[src/rtl/uart_tx_pkg.sv]
package uart_tx_pkg;

    localparam int TX_DW     = 8;
    localparam int TX_OSR    = 16;
    localparam int TX_TICK_W = $clog2(2 * TX_OSR);
    localparam int TX_NB_W   = $clog2(TX_DW + 1);
    localparam int TX_MIN_NB = TX_DW - 3;

    typedef enum logic [2:0] {
        TX_IDLE,
        TX_START,
        TX_DATA,
        TX_PARITY,
        TX_STOP
    } tx_state_t;

    typedef struct packed {
        logic [TX_NB_W-1:0]   nbits;
        logic                 par_en;
        logic [TX_TICK_W-1:0] stop_lim;
    } tx_fmt_t;

endpackage

[src/rtl/uart_tx_fmt_reg.sv]
module uart_tx_fmt_reg
    import uart_tx_pkg::*;
(
    input  logic       clk,
    input  logic       rst_n,
    input  logic       load,
    input  logic [1:0] len_sel,
    input  logic       two_stop,
    input  logic       par_en,
    output tx_fmt_t    fmt_q
);

    localparam logic [TX_TICK_W-1:0] LIM_ONE  = TX_TICK_W'(TX_OSR - 1);
    localparam logic [TX_TICK_W-1:0] LIM_HALF = TX_TICK_W'(TX_OSR + TX_OSR / 2 - 1);
    localparam logic [TX_TICK_W-1:0] LIM_TWO  = TX_TICK_W'(2 * TX_OSR - 1);

    tx_fmt_t fmt_d;

    always_comb begin
        fmt_d.nbits  = TX_NB_W'(TX_MIN_NB) + TX_NB_W'(len_sel);
        fmt_d.par_en = par_en;
        if (!two_stop)
            fmt_d.stop_lim = LIM_ONE;
        else if (len_sel == 2'b00)
            fmt_d.stop_lim = LIM_HALF;
        else
            fmt_d.stop_lim = LIM_TWO;
    end

    always_ff @(posedge clk or negedge rst_n) begin
        if (!rst_n) begin
            fmt_q.nbits    <= TX_NB_W'(TX_MIN_NB);
            fmt_q.par_en   <= 1'b0;
            fmt_q.stop_lim <= LIM_ONE;
        end else if (load) begin
            fmt_q <= fmt_d;
        end
    end

    // captured length always stays within the legal range
    a_r4_nbits_range: assert property (@(posedge clk) disable iff (!rst_n)
        (fmt_q.nbits >= TX_NB_W'(TX_MIN_NB)) && (fmt_q.nbits <= TX_NB_W'(TX_DW)));

endmodule

[src/rtl/uart_tx_bit_timer.sv]
module uart_tx_bit_timer
    import uart_tx_pkg::*;
(
    input  logic                 clk,
    input  logic                 rst_n,
    input  logic                 clear,
    input  logic                 tick,
    input  logic [TX_TICK_W-1:0] limit,
    output logic                 done
);

    logic [TX_TICK_W-1:0] cnt_q;

    always_ff @(posedge clk or negedge rst_n) begin
        if (!rst_n)
            cnt_q <= '0;
        else if (clear)
            cnt_q <= '0;
        else if (tick)
            cnt_q <= (cnt_q == limit) ? '0 : cnt_q + 1'b1;
    end

    always_comb done = tick && !clear && (cnt_q == limit);

    // tick count never runs past the current period limit
    a_r8_cnt_within_limit: assert property (@(posedge clk) disable iff (!rst_n)
        !clear |-> (cnt_q <= limit));

    // without a tick pulse the count does not move
    a_r10_hold_without_tick: assert property (@(posedge clk) disable iff (!rst_n)
        (!tick && !clear) |=> $stable(cnt_q));

endmodule

[src/rtl/uart_tx_shifter.sv]
module uart_tx_shifter
    import uart_tx_pkg::*;
(
    input  logic               clk,
    input  logic               rst_n,
    input  logic               load,
    input  logic [TX_DW-1:0]   data,
    input  logic [TX_NB_W-1:0] nbits,
    input  logic               odd,
    input  logic               shift,
    output logic               ser_bit,
    output logic               par_bit
);

    logic [TX_DW-1:0] mask;
    logic [TX_DW-1:0] sh_q;
    logic             par_q;

    for (genvar i = 0; i < TX_DW; i++) begin : g_mask
        assign mask[i] = (TX_NB_W'(i) < nbits);
    end

    always_ff @(posedge clk or negedge rst_n) begin
        if (!rst_n) begin
            sh_q  <= '0;
            par_q <= 1'b0;
        end else if (load) begin
            sh_q  <= data;
            par_q <= (^(data & mask)) ^ odd;
        end else if (shift) begin
            sh_q  <= sh_q >> 1;
        end
    end

    always_comb begin
        ser_bit = sh_q[0];
        par_bit = par_q;
    end

    // parity value is frozen between loads
    a_r6_parity_frozen: assert property (@(posedge clk) disable iff (!rst_n)
        !load |=> $stable(par_q));

endmodule

[src/rtl/uart_frame_tx.sv]
module uart_frame_tx
    import uart_tx_pkg::*;
(
    input  logic             clk,
    input  logic             rst_n,
    input  logic             tick16,
    input  logic             in_valid,
    input  logic [TX_DW-1:0] in_data,
    output logic             in_ready,
    input  logic [1:0]       lcr_len,
    input  logic             lcr_two_stop,
    input  logic             lcr_parity_en,
    input  logic             parity_odd,
    output logic             tx_line,
    output logic             busy
);

    localparam logic [TX_TICK_W-1:0] BIT_LIM = TX_TICK_W'(TX_OSR - 1);

    tx_state_t            state_q, state_d;
    tx_fmt_t              fmt_q;
    logic [TX_NB_W-1:0]   bit_idx_q;
    logic                 accept;
    logic                 done;
    logic                 last_bit;
    logic                 ser_bit, par_bit;
    logic [TX_TICK_W-1:0] limit;

    always_comb accept = in_valid && in_ready;

    uart_tx_fmt_reg u_fmt (
        .clk      (clk),
        .rst_n    (rst_n),
        .load     (accept),
        .len_sel  (lcr_len),
        .two_stop (lcr_two_stop),
        .par_en   (lcr_parity_en),
        .fmt_q    (fmt_q)
    );

    always_comb limit = (state_q == TX_STOP) ? fmt_q.stop_lim : BIT_LIM;

    uart_tx_bit_timer u_timer (
        .clk   (clk),
        .rst_n (rst_n),
        .clear (state_q == TX_IDLE),
        .tick  (tick16),
        .limit (limit),
        .done  (done)
    );

    uart_tx_shifter u_shift (
        .clk     (clk),
        .rst_n   (rst_n),
        .load    (accept),
        .data    (in_data),
        .nbits   (TX_NB_W'(TX_MIN_NB) + TX_NB_W'(lcr_len)),
        .odd     (parity_odd),
        .shift   ((state_q == TX_DATA) && done),
        .ser_bit (ser_bit),
        .par_bit (par_bit)
    );

    always_comb last_bit = (bit_idx_q == fmt_q.nbits - 1'b1);

    // state register
    always_ff @(posedge clk or negedge rst_n) begin
        if (!rst_n)
            state_q <= TX_IDLE;
        else
            state_q <= state_d;
    end

    always_ff @(posedge clk or negedge rst_n) begin
        if (!rst_n)
            bit_idx_q <= '0;
        else if (state_q != TX_DATA)
            bit_idx_q <= '0;
        else if (done)
            bit_idx_q <= bit_idx_q + 1'b1;
    end

    // next-state logic
    always_comb begin
        state_d = state_q;
        unique case (state_q)
            TX_IDLE:   if (accept) state_d = TX_START;
            TX_START:  if (done)   state_d = TX_DATA;
            TX_DATA:   if (done && last_bit)
                           state_d = fmt_q.par_en ? TX_PARITY : TX_STOP;
            TX_PARITY: if (done)   state_d = TX_STOP;
            TX_STOP:   if (done)   state_d = TX_IDLE;
            default:               state_d = TX_IDLE;
        endcase
    end

    // outputs
    always_comb begin
        tx_line  = 1'b1;
        busy     = 1'b1;
        in_ready = 1'b0;
        unique case (state_q)
            TX_IDLE:   begin busy = 1'b0; in_ready = 1'b1; end
            TX_START:  tx_line = 1'b0;
            TX_DATA:   tx_line = ser_bit;
            TX_PARITY: tx_line = par_bit;
            TX_STOP:   tx_line = 1'b1;
            default:   begin busy = 1'b0; in_ready = 1'b1; end
        endcase
    end

    // an accepted byte begins its frame on the next cycle
    a_r2_accept_to_start: assert property (@(posedge clk) disable iff (!rst_n)
        accept |=> (state_q == TX_START));

    // a frame always opens with the line low
    a_r3_rise_busy_low_line: assert property (@(posedge clk) disable iff (!rst_n)
        $rose(busy) |-> !tx_line);

    // data index stays within the captured length
    a_r4_index_in_range: assert property (@(posedge clk) disable iff (!rst_n)
        (state_q == TX_DATA) |-> (bit_idx_q < fmt_q.nbits));

    // captured format is constant during a frame
    a_r9_fmt_stable: assert property (@(posedge clk) disable iff (!rst_n)
        (busy && $past(busy)) |-> $stable(fmt_q));

    // frame ends only from the stop period
    a_r10_end_from_stop: assert property (@(posedge clk) disable iff (!rst_n)
        $fell(busy) |-> ($past(state_q) == TX_STOP));

endmodule

[config.mk]
export PLATFORM = sky130hd
export DESIGN_NAME = uart_frame_tx
export DESIGN_NICKNAME = d
export VERILOG_FILES = /design/src/rtl/uart_tx_pkg.sv /design/src/rtl/uart_tx_fmt_reg.sv /design/src/rtl/uart_tx_bit_timer.sv /design/src/rtl/uart_tx_shifter.sv /design/src/rtl/uart_frame_tx.sv
export SDC_FILE = /design/constraint.sdc
export NUM_CORES = 1
export LEC_CHECK = 0
export BUFFER_PORTS_ARGS = -buffer_cell sky130_fd_sc_hd__buf_2
export CORE_MARGIN = 2
export CORE_UTILIZATION = 30
export CTS_BUF_LIST = sky130_fd_sc_hd__clkbuf_8
export DETAILED_ROUTE_END_ITERATION = 16
export GPL_ROUTABILITY_DRIVEN = 0
export PLACE_DENSITY = 0.44
export SYNTH_ARGS = -nofsm -noshare
export SYNTH_HDL_FRONTEND = slang
export SYNTH_SLANG_ARGS = --single-unit
[constraint.sdc]
create_clock -name clk -period 4.51 [get_ports clk]
set_clock_uncertainty 0.15 [all_clocks]
set_input_delay 0.451 -clock clk [delete_from_list [all_inputs] [get_ports clk]]
set_output_delay 0.451 -clock clk [all_outputs]
set_load 0.02 [all_outputs]
### Word-level counts from Yosys, hierarchy flattened

Index checks and enable logic that the tools add are counted.

* add/sub/neg operators: 4
* order comparisons: 8
* equality and inequality tests: 12
* mux-type cells: 20
* bitwise operators: 2
* reduce and logical (&&, ||, !) cells: 14

Operators by type and width (count)
* two-way mux 5 bit: 5
* two-way mux 3 bit: 6
* < comparator 3 x 4 -> 1 bit, first input constant: 4
* two-way mux 8 bit: 2
* case mux 3 bit (5 select lines): 1
* two-way mux 4 bit: 3
* bitwise AND 8 bit: 1
* < comparator 1 x 4 -> 1 bit, first input constant: 2
* < comparator 2 x 4 -> 1 bit, first input constant: 2
* != test 2 bit, second input constant: 4
* XOR reduction 8 bit: 1
* == test 3 x 2 -> 1 bit, second input constant: 2
* nonzero test 2 bit: 3
* adder 5 x 1 -> 5 bit, second input constant: 1
* == test 5 bit: 1
* logical AND 1 bit: 5
* AND reduction 5 bit: 1
* adder 3 x 2 -> 4 bit, first input constant: 1
* adder 4 x 1 -> 4 bit, second input constant: 1
* == test 4 bit: 1
* OR reduction 4 bit: 1
* subtractor 4 x 1 -> 4 bit, second input constant: 1
* == test 3 x 1 -> 1 bit, second input constant: 1
* == test 3 bit, second input constant: 1
* 8 further kinds: 9

* flip-flop bits (word level): 31
* output and inout bits: 3

### Logic depth before layout (Yosys ltp)

* depth after elaboration: 7
* gate-level depth with buffers: 8

### Hierarchy

From an unflattened synthesis, not the netlist that was laid out.

* cell total of the unflattened synthesis: 189
* area, all modules: 1844.3 um2

By module, submodules not included
* uart_frame_tx: instances 1, cells an instance 65, area each 578.1 um2, seq. area each 175.2 um2
* uart_tx_shifter: instances 1, cells an instance 58, area each 543.0 um2, seq. area each 225.2 um2
* uart_tx_bit_timer: instances 1, cells an instance 39, area each 369.1 um2, seq. area each 125.1 um2
* uart_tx_fmt_reg: instances 1, cells an instance 27, area each 354.1 um2, seq. area each 178.9 um2

### Least setup slack after synthesis

OpenSTA, ideal clock, no wires.

* path type: register to register
* start: register state_q[0]
* end: register u_fmt.fmt_q[4] (netlist name)
* data arrival time: 1.942 ns
* data required time: 4.235 ns
* slack: 2.293 ns
* cell stages (with the launch flop): 7
* period minus slack after synthesis: 2.217 ns
* cells stage by stage: dfrtp_1 -> buf_2 -> nor2_1 -> xnor2_1 -> inv_1 -> nand2_1 -> mux2_2

* word-level cells in the longest chain between the ends: 4
* elaborated cells on any way between the ends: 7
* classes of those cells: eq/ne (4); mux (1); reduce/logical (2)

RTL lines
* from (decl): RTL line uart_frame_tx.sv:20 `tx_state_t state_q, state_d;`
* from (signal assigned): RTL line uart_frame_tx.sv:71 `state_q <= state_d;`
* == test 3 bit (tied with other cells): RTL line uart_frame_tx.sv:102 `unique case (state_q)`
* OR reduction 4 bit (no line) *
* two-way mux 1 bit *: RTL line uart_frame_tx.sv:102
* named net in_ready: RTL line uart_frame_tx.sv:9 `output logic in_ready,`
* logical AND 1 bit *: RTL line uart_frame_tx.sv:29 `always_comb accept = in_valid && in_ready;`

The timed path passes the listed nets; every way through them passes the cells marked *.
A chain may end at the register's enable or synchronous reset.

### Worst setup path after layout

* start: register state_q[0]
* end: register u_fmt.fmt_q[7] (netlist name)

* word-level cells in the longest chain between the ends: 4
* elaborated cells on any way between the ends: 7
* classes of those cells: eq/ne (4); mux (1); reduce/logical (2)

RTL lines (RTL line)
* == test 3 bit (tied with other cells): uart_frame_tx.sv:102
* OR reduction 4 bit (no line) *
* two-way mux 1 bit *: uart_frame_tx.sv:102
* logical AND 1 bit *: uart_frame_tx.sv:29

Mark *: on every way between the ends. The rest lies on a longest branch, timed or not.

==> flow_summary.ini <==
[sta]
setup_slack_ns = 2.14
slew_headroom_pct = 37.6
finalHoldViolCount = 0
min_period_ns = 2.37
rsz0062_at_grt = no
tightest_slew_ns = 0.933
fmax_mhz = 422
tns_ns = 0
period_share_pct = 52.5
final-setup-viol-count = 0
slew_viol_final = 0

[floorplanning]
core_area_mm2 = 0.00544
placementRows = 27
die_h_um = 78.7
io_pins = 20
die_width_um = 78.7
initial_core_util_pct = 30.8
die-area_mm2 = 0.00619

[setup_path]
path_class = reg2reg
critPathRequiredTime_ns = 4.53
cp.arrival_ns = 2.38
setup.worst_path.end_class = flop
startpoint_type = flop
worstPathMaxFanout = 28
startpoint = state_q[0]
timing.rr.start = state_q[0]

[synthesis]
synthCells = 166
syn_nets = 189
synthFlopType = dfrtp_1
synth_common_cells = 25 x dfrtp_1, 17 x nor2_1, 14 x a21oi_1, 14 x nand2_1, 12 x xnor2_1
syn_avg_cell_area_um2 = 10.1
synthArstFlopShare_pct = 100
synth_edf_count = 0
synth_largest_area_cell = dfrtp_1
ys_seq_area_share_pct = 42.1
yosysWarnings = 0
ys_ff_latch = 28
synth_area_leaders = dfrtp_1 37%, xnor2_1 6.3%, mux2i_1 4.8%, dfstp_2 4.7%, ha_1 4.5%
synth_area_mm2 = 0.00167
synth_top_cell_area_share_pct = 37.4
synth.most_common_cell = dfrtp_1
ys_types = 41

[placed_design]
dp_hpwl_um = 2570
dp_worst_setup_slack_ns = 2.14
port_buffers = 19

[clock_network]
cts_tree = done
cts_root_buf = clkbuf_8
clk_path_buf_depth = 2
htree_levels = 1
clk_pin_slew_worst_paths_ns = 0.10
cts_hold_buf = 0
cts_made_buffers = 3
clock-sinks = 28
cts_setup_buffers = 0
ctsResizeCount = 0
insertion_delay_ns = 0.27

[route]
drcViolationCount = 0
viasPerCell = 4.79
drtIter0Drc = 146
avgRoutedWirePerCell_um = 13.2
totalWireLength_um = 3370
firstDrtPassIters = 4
detail-route-antenna-nets = 0
vias = 1225

[power_and_ir_drop]
power.density_mw_per_mm2 = 546
leakagePower_nw = 0.891
vdd_drop_max_uv = 190

[grt]
grt_max_degree = 29
antenna_found_initial = 0
grt_overflow = 0
first_global_vias = 1304
grt_pass1_wl_um = 5970
grtUsageTotal_pct = 12.3

[layout]
drive_gt1_share_pct = 20.7
diodes = 0
layout.nets = 208
areaGrowthSynthToFinish_pct = 12.5

[status]
status = finished clean

[run]
cap_violations = 0

[min_path]
hold_path_class = in2async
-- routing by layer --
| layer | global-route usage [%] | routed length (um) |
|---|---|---|
| met4 | 5.61 | 80 |
| met5 | 0 | 0 |
| met1 | 15.2 | 1540 |
| met3 | 2.30 | 139 |
| met2 | 20.9 | 1610 |
-- through the flow --
| stage | cell area, um2 | util, % | hold WS [ns] | instances | power, mW |
|---|---|---|---|---|---|
| after floorplan | 1670 | - | 0.00541 | 166 | 0.786 |
| after global placement | 1830 | 33.6 | 0.341 | 252 | 0.869 |
| after CTS | 1880 | 34.6 | 0.0694 | 256 | 1.04 |
| after global routing | 1880 | 34.6 | 0.0808 | 256 | 1.13 |
| final | 1880 | 34.6 | 0.0415 | 256 | 1.03 |
| after detailed placement | 1830 | 33.6 | 0.340 | 252 | 0.881 |
-- flip-flops by register name, summed over array words and instances, names as in the netlist --
name / count
state_q: 3
u_shift.par_bit: 1
bit_idx_q: 4
u_shift.sh_q: 8
u_timer.cnt_q: 5
u_fmt.fmt_q: 7
-- cell usage in the layout, fill, tap and decap left out, types with 3 or more instances in the layout --
master,instances
mux2_2,4
dfrtp_1,25
inv_1,8
xor2_1,8
nor2_1,17
xnor2_1,12
a21o_1,3
a21oi_1,14
o21ai_0,7
dfstp_2,3
nand3_1,3
mux2i_1,8
clkbuf_8,4
nand2_1,14
buf_2,19
ha_1,6
-- worst max-delay path, cell delays in order, from the launching register on --
cell	delay [ns]
dfrtp_1	0.53
nor2_1	0.24
xnor2_1	0.16
inv_1	0.08
nand2_1	0.69
mux2_2	0.41
-- path summary, 6_finish.rpt --
kind	endpoint	slack (ns)	depth (start not counted)
max in group asynchronous	u_timer.cnt_q[2]	3.75	1
min	u_fmt.fmt_q[7]	0.04	1
min in group clk	u_fmt.fmt_q[6]	0.21	2
max reg2reg	u_fmt.fmt_q[7]	2.14	5
max	u_fmt.fmt_q[7]	2.14	5
min reg2reg	u_shift.par_bit	0.36	2
-- final cells by class --
class | count | area (um2)
well taps | 72 | 90.1
fillers | 549 | 3560
flip-flops and latches | 28 | 704
multi-input cells | 125 | 907
repair buffers | 19 | 95.1
clock buffers | 4 | 55.1
inverters | 8 | 30.0
-- kinds of logic (layout without fill, tap and decap cells) --
logic type	after synthesis	after routing	share of synthesized area (%)
AO/OA/AOI/OAI	33	33	12.6
flip-flops	28	28	42.1
buffers and inverters	13	31	3.66
AND/OR/NAND/NOR	52	52	16.6
adder cells (fa/ha/maj)	6	6	4.49
XOR/XNOR	22	22	13.1
multiplexers	12	12	7.48
-- report_power, final --
group / switching [mW] / internal [mW]
Combinational: 0.210 / 0.196
Sequential: 0.106 / 0.359
Clock: 0.0792 / 0.0782
(Power assumes the default switching activity.)
